===== src/rtl/qcap_pkg.sv =====
package qcap_pkg;
   typedef enum logic [1:0] {
      EDGE_OFF  = 2'b00,
      EDGE_RISE = 2'b01,
      EDGE_FALL = 2'b10,
      EDGE_ANY  = 2'b11
   } edge_sel_e;

   // control bit positions
   localparam int unsigned CB_QUEUE  = 0;
   localparam int unsigned CB_BUFEN  = 1;
   localparam int unsigned CB_ACCMUX = 2;
   localparam int unsigned CB_PAIRED = 3;
   localparam int unsigned CB_SHARE  = 4;

   // register addresses
   localparam logic [3:0] RA_CTRL = 4'd0;
   localparam logic [3:0] RA_EDGE = 4'd1;
   localparam logic [3:0] RA_PROT = 4'd2;
   localparam logic [3:0] RA_FLAG = 4'd3;
   localparam logic [3:0] RA_IEN  = 4'd4;
   localparam logic [3:0] RA_CNT  = 4'd5;
   localparam logic [3:0] RA_CAP  = 4'd8;
   localparam logic [3:0] RA_HOLD = 4'd12;
endpackage


===== src/rtl/qcap_edge_det.sv =====
module qcap_edge_det
   import qcap_pkg::*;
#(
   parameter int unsigned SYNC_STAGES = 2
) (
   input  logic      clk,
   input  logic      rst_n,
   input  logic      pin,
   input  edge_sel_e sel,
   output logic      det
);
   if (SYNC_STAGES < 2) begin : g_bad_sync
      $error("qcap_edge_det: SYNC_STAGES must be at least 2");
   end

   logic [SYNC_STAGES-1:0] sync_q;
   logic                   prev_q;
   logic                   cur, rise, fall;

   always_ff @(posedge clk or negedge rst_n) begin
      if (!rst_n) begin
         sync_q <= '0;
         prev_q <= 1'b0;
      end else begin
         sync_q <= {sync_q[SYNC_STAGES-2:0], pin};
         prev_q <= sync_q[SYNC_STAGES-1];
      end
   end

   always_comb begin
      cur  = sync_q[SYNC_STAGES-1];
      rise = cur & ~prev_q;
      fall = ~cur & prev_q;
      unique case (sel)
         EDGE_RISE: det = rise;
         EDGE_FALL: det = fall;
         EDGE_ANY:  det = rise | fall;
         default:   det = 1'b0;
      endcase
   end
endmodule


===== src/rtl/qcap_chan.sv =====
module qcap_chan #(
   parameter int unsigned CNT_W = 16
) (
   input  logic             clk,
   input  logic             rst_n,
   input  logic             ev,
   input  logic             queue_mode,
   input  logic             protect,
   input  logic             paired,
   input  logic [CNT_W-1:0] cnt,
   input  logic             rd_cap,
   input  logic             rd_hold,
   output logic [CNT_W-1:0] cap_o,
   output logic [CNT_W-1:0] hold_o,
   output logic             cap_full_o,
   output logic             hold_full_o,
   output logic             flag_set_o
);
   logic [CNT_W-1:0] cap_q, hold_q;
   logic             cap_full_q, hold_full_q;
   logic             cap_f, hold_f, blocked, take, move;
   logic             cap_full_d, hold_full_d, pair_mode;

   always_comb begin
      // a read in this cycle empties the register before any event
      cap_f       = cap_full_q & ~rd_cap;
      hold_f      = hold_full_q & ~rd_hold;
      blocked     = protect & cap_f & (hold_f | ~queue_mode);
      take        = ev & ~blocked;
      move        = take & queue_mode & cap_f;
      cap_full_d  = take | cap_f;
      hold_full_d = move | hold_f;
      pair_mode   = paired & queue_mode & protect;
      flag_set_o  = take & (~pair_mode | hold_full_d);
   end

   always_ff @(posedge clk or negedge rst_n) begin
      if (!rst_n) begin
         cap_q       <= '0;
         hold_q      <= '0;
         cap_full_q  <= 1'b0;
         hold_full_q <= 1'b0;
      end else begin
         if (move) hold_q <= cap_q;
         if (take) cap_q  <= cnt;
         cap_full_q  <= cap_full_d;
         hold_full_q <= hold_full_d;
      end
   end

   assign cap_o       = cap_q;
   assign hold_o      = hold_q;
   assign cap_full_o  = cap_full_q;
   assign hold_full_o = hold_full_q;
endmodule


===== src/rtl/qcap_ctrl_reg.sv =====
module qcap_ctrl_reg #(
   parameter int unsigned WIDTH = 8
) (
   input  logic             clk,
   input  logic             rst_n,
   input  logic             we,
   input  logic [WIDTH-1:0] wdata,
   input  logic             once,
   output logic [WIDTH-1:0] q,
   output logic             written
);
   logic [WIDTH-1:0] q_r;
   logic             done_q;
   logic             accept;

   assign accept = we & (~once | ~done_q);

   always_ff @(posedge clk or negedge rst_n) begin
      if (!rst_n) begin
         q_r    <= '0;
         done_q <= 1'b0;
      end else if (accept) begin
         q_r    <= wdata;
         done_q <= 1'b1;
      end
   end

   assign q       = q_r;
   assign written = done_q;
endmodule


===== src/rtl/qcap_unit.sv =====
module qcap_unit
   import qcap_pkg::*;
#(
   parameter int unsigned NCH         = 4,
   parameter int unsigned CNT_W       = 16,
   parameter int unsigned DATA_W      = 16,
   parameter int unsigned ADDR_W      = 4,
   parameter int unsigned SYNC_STAGES = 2
) (
   input  logic              clk,
   input  logic              rst_n,
   input  logic              wr_once_mode,
   input  logic              bus_wr,
   input  logic              bus_rd,
   input  logic [ADDR_W-1:0] bus_addr,
   input  logic [DATA_W-1:0] bus_wdata,
   output logic [DATA_W-1:0] bus_rdata,
   input  logic [NCH-1:0]    cap_pin,
   output logic [NCH-1:0]    flag_o,
   output logic              irq_o
);
   localparam int unsigned CTRL_W = CB_SHARE + NCH;
   localparam int unsigned HALF   = NCH / 2;
   localparam int unsigned EDGE_W = 2 * NCH;

   if (NCH % 2 != 0 || NCH > 4 || NCH < 2) begin : g_bad_nch
      $error("qcap_unit: NCH must be 2 or 4");
   end
   if (CNT_W > DATA_W || CTRL_W > DATA_W || EDGE_W > DATA_W) begin : g_bad_w
      $error("qcap_unit: DATA_W too narrow");
   end
   if (ADDR_W != 4) begin : g_bad_a
      $error("qcap_unit: ADDR_W must be 4");
   end

   logic [CNT_W-1:0]            cnt_q;
   logic [CTRL_W-1:0]           ctrl_q;
   logic                        ctrl_done;
   logic [EDGE_W-1:0]           edge_q;
   logic [NCH-1:0]              prot_q, ien_q, flag_q, flag_d, flag_set;
   logic [NCH-1:0]              det, ev, rd_cap, rd_hold, cap_full, hold_full;
   logic [NCH-1:0][CNT_W-1:0]   cap_v, hold_v;
   logic                        wr_ctrl, wr_flag;
   logic [DATA_W-1:0]           rdata_c;

   assign wr_ctrl = bus_wr && (bus_addr == RA_CTRL);
   assign wr_flag = bus_wr && (bus_addr == RA_FLAG);

   always_ff @(posedge clk or negedge rst_n) begin
      if (!rst_n) cnt_q <= '0;
      else        cnt_q <= cnt_q + 1'b1;
   end

   qcap_ctrl_reg #(.WIDTH(CTRL_W)) u_ctrl (
      .clk     (clk),
      .rst_n   (rst_n),
      .we      (wr_ctrl),
      .wdata   (bus_wdata[CTRL_W-1:0]),
      .once    (wr_once_mode),
      .q       (ctrl_q),
      .written (ctrl_done)
   );

   always_ff @(posedge clk or negedge rst_n) begin
      if (!rst_n) begin
         edge_q <= '0;
         prot_q <= '0;
         ien_q  <= '0;
         flag_q <= '0;
      end else begin
         if (bus_wr && bus_addr == RA_EDGE) edge_q <= bus_wdata[EDGE_W-1:0];
         if (bus_wr && bus_addr == RA_PROT) prot_q <= bus_wdata[NCH-1:0];
         if (bus_wr && bus_addr == RA_IEN)  ien_q  <= bus_wdata[NCH-1:0];
         flag_q <= flag_d;
      end
   end

   always_comb begin
      flag_d = (flag_q & ~(wr_flag ? bus_wdata[NCH-1:0] : {NCH{1'b0}})) | flag_set;
   end

   for (genvar y = 0; y < NCH; y++) begin : g_ch
      localparam int unsigned SRC = (y + HALF) % NCH;

      qcap_edge_det #(.SYNC_STAGES(SYNC_STAGES)) u_det (
         .clk   (clk),
         .rst_n (rst_n),
         .pin   (cap_pin[y]),
         .sel   (edge_sel_e'(edge_q[2*y +: 2])),
         .det   (det[y])
      );

      assign ev[y]      = det[y] | (ctrl_q[CB_SHARE + SRC] & det[SRC]);
      assign rd_cap[y]  = bus_rd && (bus_addr == RA_CAP  + 4'(y));
      assign rd_hold[y] = bus_rd && (bus_addr == RA_HOLD + 4'(y));

      qcap_chan #(.CNT_W(CNT_W)) u_chan (
         .clk         (clk),
         .rst_n       (rst_n),
         .ev          (ev[y]),
         .queue_mode  (ctrl_q[CB_QUEUE]),
         .protect     (prot_q[y]),
         .paired      (ctrl_q[CB_PAIRED]),
         .cnt         (cnt_q),
         .rd_cap      (rd_cap[y]),
         .rd_hold     (rd_hold[y]),
         .cap_o       (cap_v[y]),
         .hold_o      (hold_v[y]),
         .cap_full_o  (cap_full[y]),
         .hold_full_o (hold_full[y]),
         .flag_set_o  (flag_set[y])
      );
   end

   always_comb begin
      rdata_c = '0;
      unique case (bus_addr)
         RA_CTRL: rdata_c = DATA_W'(ctrl_q);
         RA_EDGE: rdata_c = DATA_W'(edge_q);
         RA_PROT: rdata_c = DATA_W'(prot_q);
         RA_FLAG: rdata_c = DATA_W'(flag_q);
         RA_IEN:  rdata_c = DATA_W'(ien_q);
         RA_CNT:  rdata_c = DATA_W'(cnt_q);
         default: rdata_c = '0;
      endcase
      for (int i = 0; i < NCH; i++) begin
         if (bus_addr == RA_CAP  + 4'(i)) rdata_c = DATA_W'(cap_v[i]);
         if (bus_addr == RA_HOLD + 4'(i)) rdata_c = DATA_W'(hold_v[i]);
      end
   end

   assign bus_rdata = rdata_c;
   assign flag_o    = flag_q;
   assign irq_o     = |(flag_q & ien_q);
endmodule


===== config.mk =====
export PLATFORM = sky130hd
export DESIGN_NAME = qcap_unit
export DESIGN_NICKNAME = d
export VERILOG_FILES = /design/src/rtl/qcap_pkg.sv /design/src/rtl/qcap_edge_det.sv /design/src/rtl/qcap_chan.sv /design/src/rtl/qcap_ctrl_reg.sv /design/src/rtl/qcap_unit.sv
export SDC_FILE = /design/constraint.sdc
export NUM_CORES = 1
export LEC_CHECK = 0
export CORE_ASPECT_RATIO = 1.5
export CORE_UTILIZATION = 65
export CTS_BUF_LIST = sky130_fd_sc_hd__clkbuf_8
export DETAILED_ROUTE_END_ITERATION = 10
export PLACE_DENSITY = 0.85
export SYNTH_ARGS = -nofsm -noshare
export SYNTH_HDL_FRONTEND = slang
export SYNTH_SLANG_ARGS = --single-unit

===== constraint.sdc =====
create_clock -name clk -period 7.5 [get_ports clk]
set_clock_uncertainty 0.2 [all_clocks]
set_input_delay 1.5 -clock clk [delete_from_list [all_inputs] [get_ports clk]]
set_output_delay 1.5 -clock clk [all_outputs]
set_load 0.01 [all_outputs]

==> results of run 1 <==
[final cells by class]
class / instances / share of cell area [%]
Clock buffer: 18 / 2.37
Clock inverter: 14 / 2.04
Inverter: 25 / 0.899
Multi-Input combinational cell: 501 / 41.6
Sequential cell: 193 / 46.2
Tap cell: 192 / 2.30
Timing Repair Buffer: 51 / 4.54
[kinds of logic after synthesis]
| group | Yosys count |
|---|---|
| mux | 197 |
| flops | 193 |
| simple gates | 148 |
| compound gates | 133 |
| buf+inv | 72 |
| xor+xnor | 14 |
| fa+ha+maj | 9 |
[registers in the layout (all words and copies together) (netlist names)]
name                     count
g_ch.u_det.sync_q            8
g_ch.u_det.prev_q            4
g_ch.u_chan.cap_o           64
edge_q                       8
g_ch.u_chan.cap_full_o       4
g_ch.u_chan.hold_full_o      4
flag_o                       4
u_ctrl.q                     8
cnt_q                       16
prot_q                       4
g_ch.u_chan.hold_o          64
ien_q                        4
u_ctrl.written               1
[cell usage after synthesis, types with 3 or more instances]
master | n | area (um^2)
nand4_1 | 8 | 50.1
or2_2 | 9 | 56.3
mux2i_1 | 22 | 220
ha_1 | 9 | 113
nor4_1 | 3 | 18.8
buf_1 | 5 | 18.8
mux2_4 | 18 | 270
o211a_1 | 3 | 30.0
nor2_1 | 27 | 101
nand3b_1 | 5 | 37.5
buf_4 | 4 | 30.0
a21bo_2 | 4 | 40.0
buf_2 | 13 | 65.1
nand2_1 | 18 | 67.6
a22oi_1 | 17 | 128
o21ai_0 | 25 | 125
mux2_2 | 149 | 1680
nor2b_1 | 27 | 169
o21ai_2 | 4 | 35.0
nand3_1 | 21 | 105
clkbuf_1 | 17 | 63.8
buf_6 | 7 | 78.8
o21a_1 | 3 | 22.5
a21o_1 | 4 | 30.0
a31oi_1 | 7 | 43.8
a211oi_1 | 7 | 52.6
a21oi_2 | 3 | 26.3
and2_1 | 7 | 43.8
xnor2_1 | 12 | 105
o22ai_1 | 18 | 113
mux4_2 | 8 | 180
a2111o_1 | 4 | 45.0
dfrtp_1 | 193 | 4830
inv_1 | 25 | 93.8
a22o_1 | 4 | 35.0
nor3_1 | 7 | 35.0
nand2b_1 | 5 | 31.3
a21oi_1 | 12 | 60.1
[per-layer routing]
metal / vias to the layer above / wire length [um] / GRT usage (%)
li1: 2830 / - / -
met1: 3266 / 8670 / 38.6
met2: 212 / 12100 / 56.0
met3: 72 / 1020 / 5.66
met4: 0 / 1150 / 19.6
met5: - / 0 / 0
[worst max-delay path by stage]
stage,end,slack (ns),cells after the start
3_5_place_dp,bus_rdata[5],1.32,7
4_1_cts,bus_rdata[5],1.32,7
5_1_grt,bus_rdata[5],1.24,7
6_report,bus_rdata[6],1.30,7
2_1_floorplan,bus_rdata[10],2.95,7
3_3_place_gp,bus_rdata[6],1.42,7
[power groups by stage]
stage                     combinational, mW  clock, mW  sequential [mW]
final                                 0.621      0.772             1.35
after global routing                  0.664      0.823             1.37
after CTS                             0.621      0.780             1.34
after detailed placement              0.620          0             1.37
after global placement                0.594          0             1.35
after floorplan                       0.448          0             1.32
[worst max-delay path: stages]
cell	delay, ns
clkdlybuf4s50_1	0.78
buf_4	0.38
nand3_1	0.64
o22ai_1	0.44
a31oi_1	0.07
nand2_1	0.12
clkdlybuf4s50_1	0.54
[metrics by stage]
stage | setup slack (ns) | power, mW | hold slack [ns] | util [%] | instance area [um^2]
floorplan | 2.95 | 1.77 | 0.131 | - | 9530
global placement | 1.42 | 1.94 | 0.136 | 70.3 | 9980
detailed placement | 1.32 | 1.98 | 0.142 | 70.3 | 9980
CTS | 1.32 | 2.75 | 0.163 | 73.6 | 10400
global route | 1.24 | 2.86 | 0.172 | 73.6 | 10400
finish | 1.30 | 2.74 | 0.158 | 73.6 | 10400
==> flow_summary.toml, run 1 <==
[outcome]
outcome = "complete, no violations"

[synthesis]
synth_compound_area_share_pct = 10.0
ys_seq_elements = 193
synth_nets = 804
synth_area_um2 = 9530
synth_mux_area_share_pct = 24.6
synth_warnings = 0
synth_top_family_by_area = "multiplexers"
synth_edf_count = 0
netlist_instances = 766
avgSynthCellArea_um2 = 12.4
synthXorXnorAreaFrac_pct = 1.29
ys_types = 63
synth.yosys.seq_area_share_pct = 50.7
synth-simple-area-share_pct = 8.47
synth_fa_ha_area_share_pct = 1.18
ys.flop_type = "dfrtp_1"
async_flop_share_pct = 100

[power_and_ir_drop]
switching_share_pct = 29.4
combPwrFrac_pct = 22.7
p_int_mw = 1.94
p_per_area_nw_per_um2 = 262
pwr-share-seq_pct = 49.2
ir_drop_mv = 0.186
switchingPower_uw = 805
p_leak_nw = 4.77
p_clk_share_pct = 28.2

[critical_path]
r2r-end = "g_ch[3].u_chan.cap_o[7]$_DFFE_PN0P_"
rrSetupSlack_ns = 4.59
crit_type = "input pin to output pin"
r2r-start = "g_ch[1].u_det.prev_q$_DFF_PN0_"
cp_max_fo = 19
startpoint = "bus_addr[1]"
cp.required_ns = 5.80
arrival_ns = 4.50
crit_path_end_kind = "output pin"
setup.worst_path.start_class = "input pin"
r2r_cells = 7

[clock_tree]
clk_latency_ns = 0.48
cts_sinks = 193
cts_hold_buf = 0
cts_resized = 0
cts_tree = "yes"
root_buffer = "clkbuf_8"
cts_buffer_depth = 2
clk_pin_slew_ns = 0.09
h-tree-depth = 4
postCtsSetupRepairBufs = 0
numCtsBuffers = 17

[timing]
rsz0062_at_grt = "no"
setup_viol = 0
slew_headroom_pct = 11.8
timing.final.hold_violations = 0
slew_viol_final = 0
setup_tns_ns = 0
fin_crit_ns = 6.20
final.period_utilization_pct = 82.6
worst_slew_pin_slew_ns = 1.32
fmax_mhz = 161

[layout]
multi_input_area_um2 = 4340
num_antenna_cells = 0
final_nets = 827
layout_common_cells = "dfrtp_1, mux2_2, clkdlybuf4s50_1"
regArea_um2 = 4830
drive_above_1_share_pct = 30.8
layout_commonest_cell = "dfrtp_1"
layoutNonFillerInstCount = 994
fillers = 993
syn_to_final_growth_pct = 9.58

[die]
die_x_um = 101
dieArea_um2 = 15200
die_h_um = 150
initial_core_util_pct = 67.1
rows = 53
ios = 50
fp.coreArea_um2 = 14200

[grt]
grt_usage_pct = 32.8
grt_pass1_wl_mm = 36.6
grt_max_degree = 122
grt.overflow.total = 0
grt_pass1_vias = 6813
antenna_found_initial = 0

[detailed_routing]
via_per_inst = 6.42
drt-initial-drc-count = 267
dr.pass1.iters = 6
routed_wirelength_mm = 22.9
routedWlPerCell_um = 23.1
vias = 6380
postRouteAntennaNets = 0
drc = 0

[placed_design]
io_buffers = 41
routabilityCongestion = 0.921
dpl.cell_count = 962
dp_hpwl_mm = 15.6

[hold_path]
hold_end = "g_ch[2].u_det.sync_q[1]$_DFF_PN0_"
hp-start = "g_ch[2].u_det.sync_q[0]$_DFF_PN0_"
min_path_type = "flip-flop to flip-flop"
holdPathStages = 0

[run]
maxCapViolCount = 0
No activity file was read; power rests on OpenSTA's default activity.
==> run 2, diff against run 1 <==
--- a/config.mk
+++ b/config.mk
@@ -6,10 +6,10 @@
 export NUM_CORES = 1
 export LEC_CHECK = 0
 export CORE_ASPECT_RATIO = 1.5
-export CORE_UTILIZATION = 65
+export CORE_UTILIZATION = 56
 export CTS_BUF_LIST = sky130_fd_sc_hd__clkbuf_8
 export DETAILED_ROUTE_END_ITERATION = 10
-export PLACE_DENSITY = 0.85
+export PLACE_DENSITY = 0.78
 export SYNTH_ARGS = -nofsm -noshare
 export SYNTH_HDL_FRONTEND = slang
 export SYNTH_SLANG_ARGS = --single-unit
==> constraint.sdc (replaced) <==
create_clock -name clk -period 5.3 [get_ports clk]
set_clock_uncertainty 0.2 [all_clocks]
set_input_delay 1.06 -clock clk [delete_from_list [all_inputs] [get_ports clk]]
set_output_delay 1.06 -clock clk [all_outputs]
set_load 0.01 [all_outputs]
==> run 2 against run 1 <==
- sequential share of layout area down 0.46 points
- worst hold slack about the same
- die area grew 16%
- critical endpoint is now bus_rdata[7]
- largest power group unchanged
==> flow_summary.toml, run 2 (same netlist as run 1, synthesis figures left out) <==
[clock_tree]
cts_resized = 0
cts_hold_buf = 0
root_buffer = "clkbuf_8"
postCtsSetupRepairBufs = 0
clk_latency_ns = 0.47
cts_buffer_depth = 2
numCtsBuffers = 17
h-tree-depth = 4
cts_tree = "yes"
cts_sinks = 193
clk_pin_slew_ns = 0.09

[timing]
fmax_mhz = 202
final.period_utilization_pct = 93.4
fin_crit_ns = 4.95
setup_tns_ns = 0
rsz0062_at_grt = "no"
hold_ws_ns = 0.158
setup_viol = 0
slew_headroom_pct = 21.5
timing.final.hold_violations = 0
worst_slew_pin_slew_ns = 1.18
setup_slack_ns = 0.352
slew_viol_final = 0

[power_and_ir_drop]
pwr-share-seq_pct = 49.6
p_per_area_nw_per_um2 = 365
ir_drop_mv = 0.274
fin_total_pwr_mw = 3.85
p_clk_share_pct = 26.9
combPwrFrac_pct = 23.5
switching_share_pct = 30.7
p_int_mw = 2.66
switchingPower_mw = 1.18
p_leak_nw = 4.80

[hold_path]
min_path_type = "flip-flop to flip-flop"

[grt]
grt.overflow.total = 0
grt_max_degree = 111
antenna_found_initial = 0
grt_pass1_wl_mm = 37.3
grt_pass1_vias = 6822
grt_usage_pct = 28.4

[detailed_routing]
routed_wirelength_mm = 23.4
dr.pass1.iters = 7
drc = 0
postRouteAntennaNets = 0
routedWlPerCell_um = 23.0
via_per_inst = 6.27
vias = 6392
drt-initial-drc-count = 452

[die]
dieArea_um2 = 17600
fp.coreArea_um2 = 16700
die_h_um = 162
ios = 50
initial_core_util_pct = 57.1
rows = 58
die_x_um = 109

[critical_path]
r2r_cells = 6
arrival_ns = 3.69
crit_path_end_kind = "output pin"
setup.worst_path.start_class = "input pin"
cp-endpoint = "bus_rdata[7]"
rrSetupSlack_ns = 2.36
cp.required_ns = 4.04
startpoint = "bus_addr[1]"
r2r-start = "g_ch[0].u_det.sync_q[1]$_DFF_PN0_"
r2r-end = "g_ch[0].u_chan.hold_o[4]$_DFFE_PN0P_"
cp_max_fo = 8
crit_type = "input pin to output pin"

[placed_design]
dpl.cell_count = 987
io_buffers = 41
post_dp_cell_area_um2 = 10100
dp_hpwl_mm = 15.9
routabilityCongestion = 0.938
place_ws_ns = 0.417

[outcome]
outcome = "complete, no violations"

[layout]
layout_common_cells = "dfrtp_1, mux2_2, clkdlybuf4s50_1"
final_core_util_pct = 63.2
syn_to_final_growth_pct = 10.7
layout_commonest_cell = "dfrtp_1"
finish.instance_area_um2 = 10500
num_antenna_cells = 0
drive_above_1_share_pct = 31.4
final_nets = 834
layoutNonFillerInstCount = 1019

[run]
maxCapViolCount = 0
-- run 2: critical path, cell delays in order --
cell and delay [ns]:
clkdlybuf4s50_1 0.75, nor2b_1 0.33, and2_1 0.40, a31oi_1 0.08, o22ai_1 0.30, a221o_1 0.21, clkdlybuf4s50_1 0.54
-- run 2: per-layer routing --
metal / GRT usage (%) / part of all wire [%] / vias to the layer above
met1: 34.7 / 39 / 3287
li1: - / - / 2837
met4: 14.6 / 4.6 / 0
met5: 0 / 0 / -
met3: 4.57 / 4.2 / 66
met2: 48.1 / 52 / 202
-- run 2: how the worst min path moves through the flow --
stage	start	to	slack (ns)	depth (start not counted)
final	g_ch[2].u_det.sync_q[0]$_DFF_PN0_	g_ch[2].u_det.sync_q[1]$_DFF_PN0_	0.16	0
after CTS	g_ch[2].u_det.sync_q[0]$_DFF_PN0_	g_ch[2].u_det.sync_q[1]$_DFF_PN0_	0.16	0
after global placement	g_ch[1].u_det.sync_q[0]$_DFF_PN0_	g_ch[1].u_det.sync_q[1]$_DFF_PN0_	0.14	0
after global routing	g_ch[0].u_det.sync_q[0]$_DFF_PN0_	g_ch[0].u_det.sync_q[1]$_DFF_PN0_	0.17	0
after detailed placement	g_ch[2].u_det.sync_q[0]$_DFF_PN0_	g_ch[2].u_det.sync_q[1]$_DFF_PN0_	0.14	0
after floorplan	g_ch[0].u_det.sync_q[0]$_DFF_PN0_	g_ch[0].u_det.sync_q[1]$_DFF_PN0_	0.13	0
-- run 2: power groups by stage --
| stage | registers [mW] | clock network (mW) | logic (mW) |
|---|---|---|---|
| floorplan | 1.86 | 0 | 0.634 |
| global placement | 1.91 | 0 | 0.873 |
| detailed placement | 1.93 | 0 | 0.897 |
| CTS | 1.90 | 1.05 | 0.900 |
| global route | 1.93 | 1.11 | 0.966 |
| finish | 1.91 | 1.04 | 0.904 |
-- run 2: final cells by class --
type | instances | area (um^2)
fillers | 1314 | 6140
flip-flops and latches | 193 | 4830
multi-input cells | 501 | 4340
repair buffers | 58 | 589
well taps | 210 | 263
clock buffers | 18 | 248
clock inverters | 14 | 179
inverters | 25 | 93.8
==> run 3, diff against run 2 <==
--- a/config.mk
+++ b/config.mk
@@ -6,10 +6,10 @@
 export NUM_CORES = 1
 export LEC_CHECK = 0
 export CORE_ASPECT_RATIO = 1.5
-export CORE_UTILIZATION = 56
+export CORE_UTILIZATION = 62
 export CTS_BUF_LIST = sky130_fd_sc_hd__clkbuf_8
 export DETAILED_ROUTE_END_ITERATION = 10
-export PLACE_DENSITY = 0.78
+export PLACE_DENSITY = 0.82
 export SYNTH_ARGS = -nofsm -noshare
 export SYNTH_HDL_FRONTEND = slang
 export SYNTH_SLANG_ARGS = --single-unit
==> constraint.sdc (replaced) <==
create_clock -name clk -period 5.5 [get_ports clk]
set_clock_uncertainty 0.2 [all_clocks]
set_input_delay 1.1 -clock clk [delete_from_list [all_inputs] [get_ports clk]]
set_output_delay 1.1 -clock clk [all_outputs]
set_load 0.01 [all_outputs]
==> run 3 against run 2 <==
- die area fell by 9.5%
- combinational power fell by 4.3%
- design area shrank 0.80%
- sequential share of layout area is 0.37 points higher
- setup slack improved by 0.10 ns
- first-iteration DRC count decreased by 1.1%
- sequential cell count unchanged
- worst hold slack improved by 0.0059 ns
- critical path type unchanged
- largest power group unchanged
- highest routed layer unchanged
==> flow_summary.toml, run 3 (same netlist as run 1, synthesis figures left out) <==
[timing]
timing.final.hold_violations = 0
fin_crit_ns = 5.05
fmax_mhz = 198
setup_viol = 0
final.period_utilization_pct = 91.8
worst_slew_pin_slew_ns = 1.28
rsz0062_at_grt = "no"
slew_viol_final = 0
setup_tns_ns = 0
slew_headroom_pct = 14.4

[clock_tree]
clk_latency_ns = 0.48
numCtsBuffers = 17
cts_hold_buf = 0
root_buffer = "clkbuf_8"
cts_sinks = 193
cts_resized = 0
h-tree-depth = 4
cts_tree = "yes"
cts_buffer_depth = 2
postCtsSetupRepairBufs = 0
clk_pin_slew_ns = 0.09

[grt]
grt.overflow.total = 0
antenna_found_initial = 0
grt_usage_pct = 32.3
grt_pass1_wl_mm = 37.5
grt_max_degree = 131
grt_pass1_vias = 6907

[detailed_routing]
routed_wirelength_mm = 23.5
routedWlPerCell_um = 23.3
via_per_inst = 6.42
vias = 6478
postRouteAntennaNets = 0
dr.pass1.iters = 5
drc = 0
drt-initial-drc-count = 447

[die]
initial_core_util_pct = 63.2
fp.coreArea_um2 = 15100
die_x_um = 103
rows = 55
ios = 50
die_h_um = 154
dieArea_um2 = 15900

[critical_path]
crit_type = "input pin to output pin"
setup.worst_path.start_class = "input pin"
arrival_ns = 3.75
r2r-end = "g_ch[0].u_chan.hold_o[3]$_DFFE_PN0P_"
cp_max_fo = 11
r2r-start = "g_ch[0].u_det.sync_q[1]$_DFF_PN0_"
cp.required_ns = 4.20
crit_path_end_kind = "output pin"
rrSetupSlack_ns = 2.58
r2r_cells = 6

[placed_design]
routabilityCongestion = 0.920
io_buffers = 41
dp_hpwl_mm = 16.1

[power_and_ir_drop]
p_leak_nw = 4.78
ir_drop_mv = 0.223
fin_total_pwr_mw = 3.60
p_per_area_nw_per_um2 = 345

[hold_path]
min_path_type = "flip-flop to flip-flop"
hold_end = "g_ch[1].u_det.sync_q[1]$_DFF_PN0_"
hp-start = "g_ch[1].u_det.sync_q[0]$_DFF_PN0_"
holdPathStages = 0

[outcome]
outcome = "complete, no violations"

[layout]
layout_commonest_cell = "dfrtp_1"
drive_above_1_share_pct = 31.4
multi_input_area_um2 = 4340
final_nets = 838
syn_to_final_growth_pct = 9.79
regArea_um2 = 4830
fillers = 1083
layout_common_cells = "dfrtp_1, mux2_2, clkdlybuf4s50_1"
num_antenna_cells = 0

[run]
maxCapViolCount = 0
run 3: layout make-up:
cell class	instances	share of cell area, %
Sequential cell	193	46.2
Timing Repair Buffer	62	5.44
Clock inverter	10	1.10
Multi-Input combinational cell	501	41.5
Inverter	25	0.897
Clock buffer	19	2.50
Tap cell	199	2.38
run 3: routing by layer:
metal	part of all wire (%)	track usage [%]	up-vias	routed length [um]
li1	-	-	2852	-
met1	39	39.1	3288	9110
met2	50	52.3	226	11900
met3	4.2	6.05	112	980
met4	6.5	20.7	0	1540
met5	0	0	-	0
run 3: worst max-delay path by stage:
stage                 from       endpoint
6_report       bus_addr[1]   bus_rdata[0]
4_1_cts        bus_addr[1]   bus_rdata[0]
2_1_floorplan  bus_addr[1]  bus_rdata[10]
3_5_place_dp   bus_addr[1]   bus_rdata[0]
3_3_place_gp   bus_addr[1]   bus_rdata[2]
5_1_grt        bus_addr[1]   bus_rdata[0]
run 3: critical path, cell delays in order:
cell and delay [ns]:
clkdlybuf4s50_1 0.65, nor2b_1 0.30, and2_1 0.33, a31oi_1 0.17, o21ai_0 0.12, a311oi_1 0.45
clkdlybuf4s50_1 0.62
run 3: power breakdown:
part / leakage (nW) / internal [mW] / switching, mW
registers: 2.46 / 1.66 / 0.179
logic: 2.14 / 0.437 / 0.428
clock network: 0.185 / 0.419 / 0.486
run 3: per-stage QoR:
stage / setup WS [ns] / hold WS (ns) / instances / area [um^2] / utilization, %
final: 0.451 / 0.164 / 1009 / 10500 / 69.4
after global routing: 0.337 / 0.170 / 1009 / 10500 / 69.4
after CTS: 0.504 / 0.167 / 1009 / 10500 / 69.4
after detailed placement: 0.506 / 0.140 / 980 / 10100 / 66.9
after global placement: 0.604 / 0.135 / 980 / 10100 / 66.9
after floorplan: 1.75 / 0.131 / 766 / 9530 / -
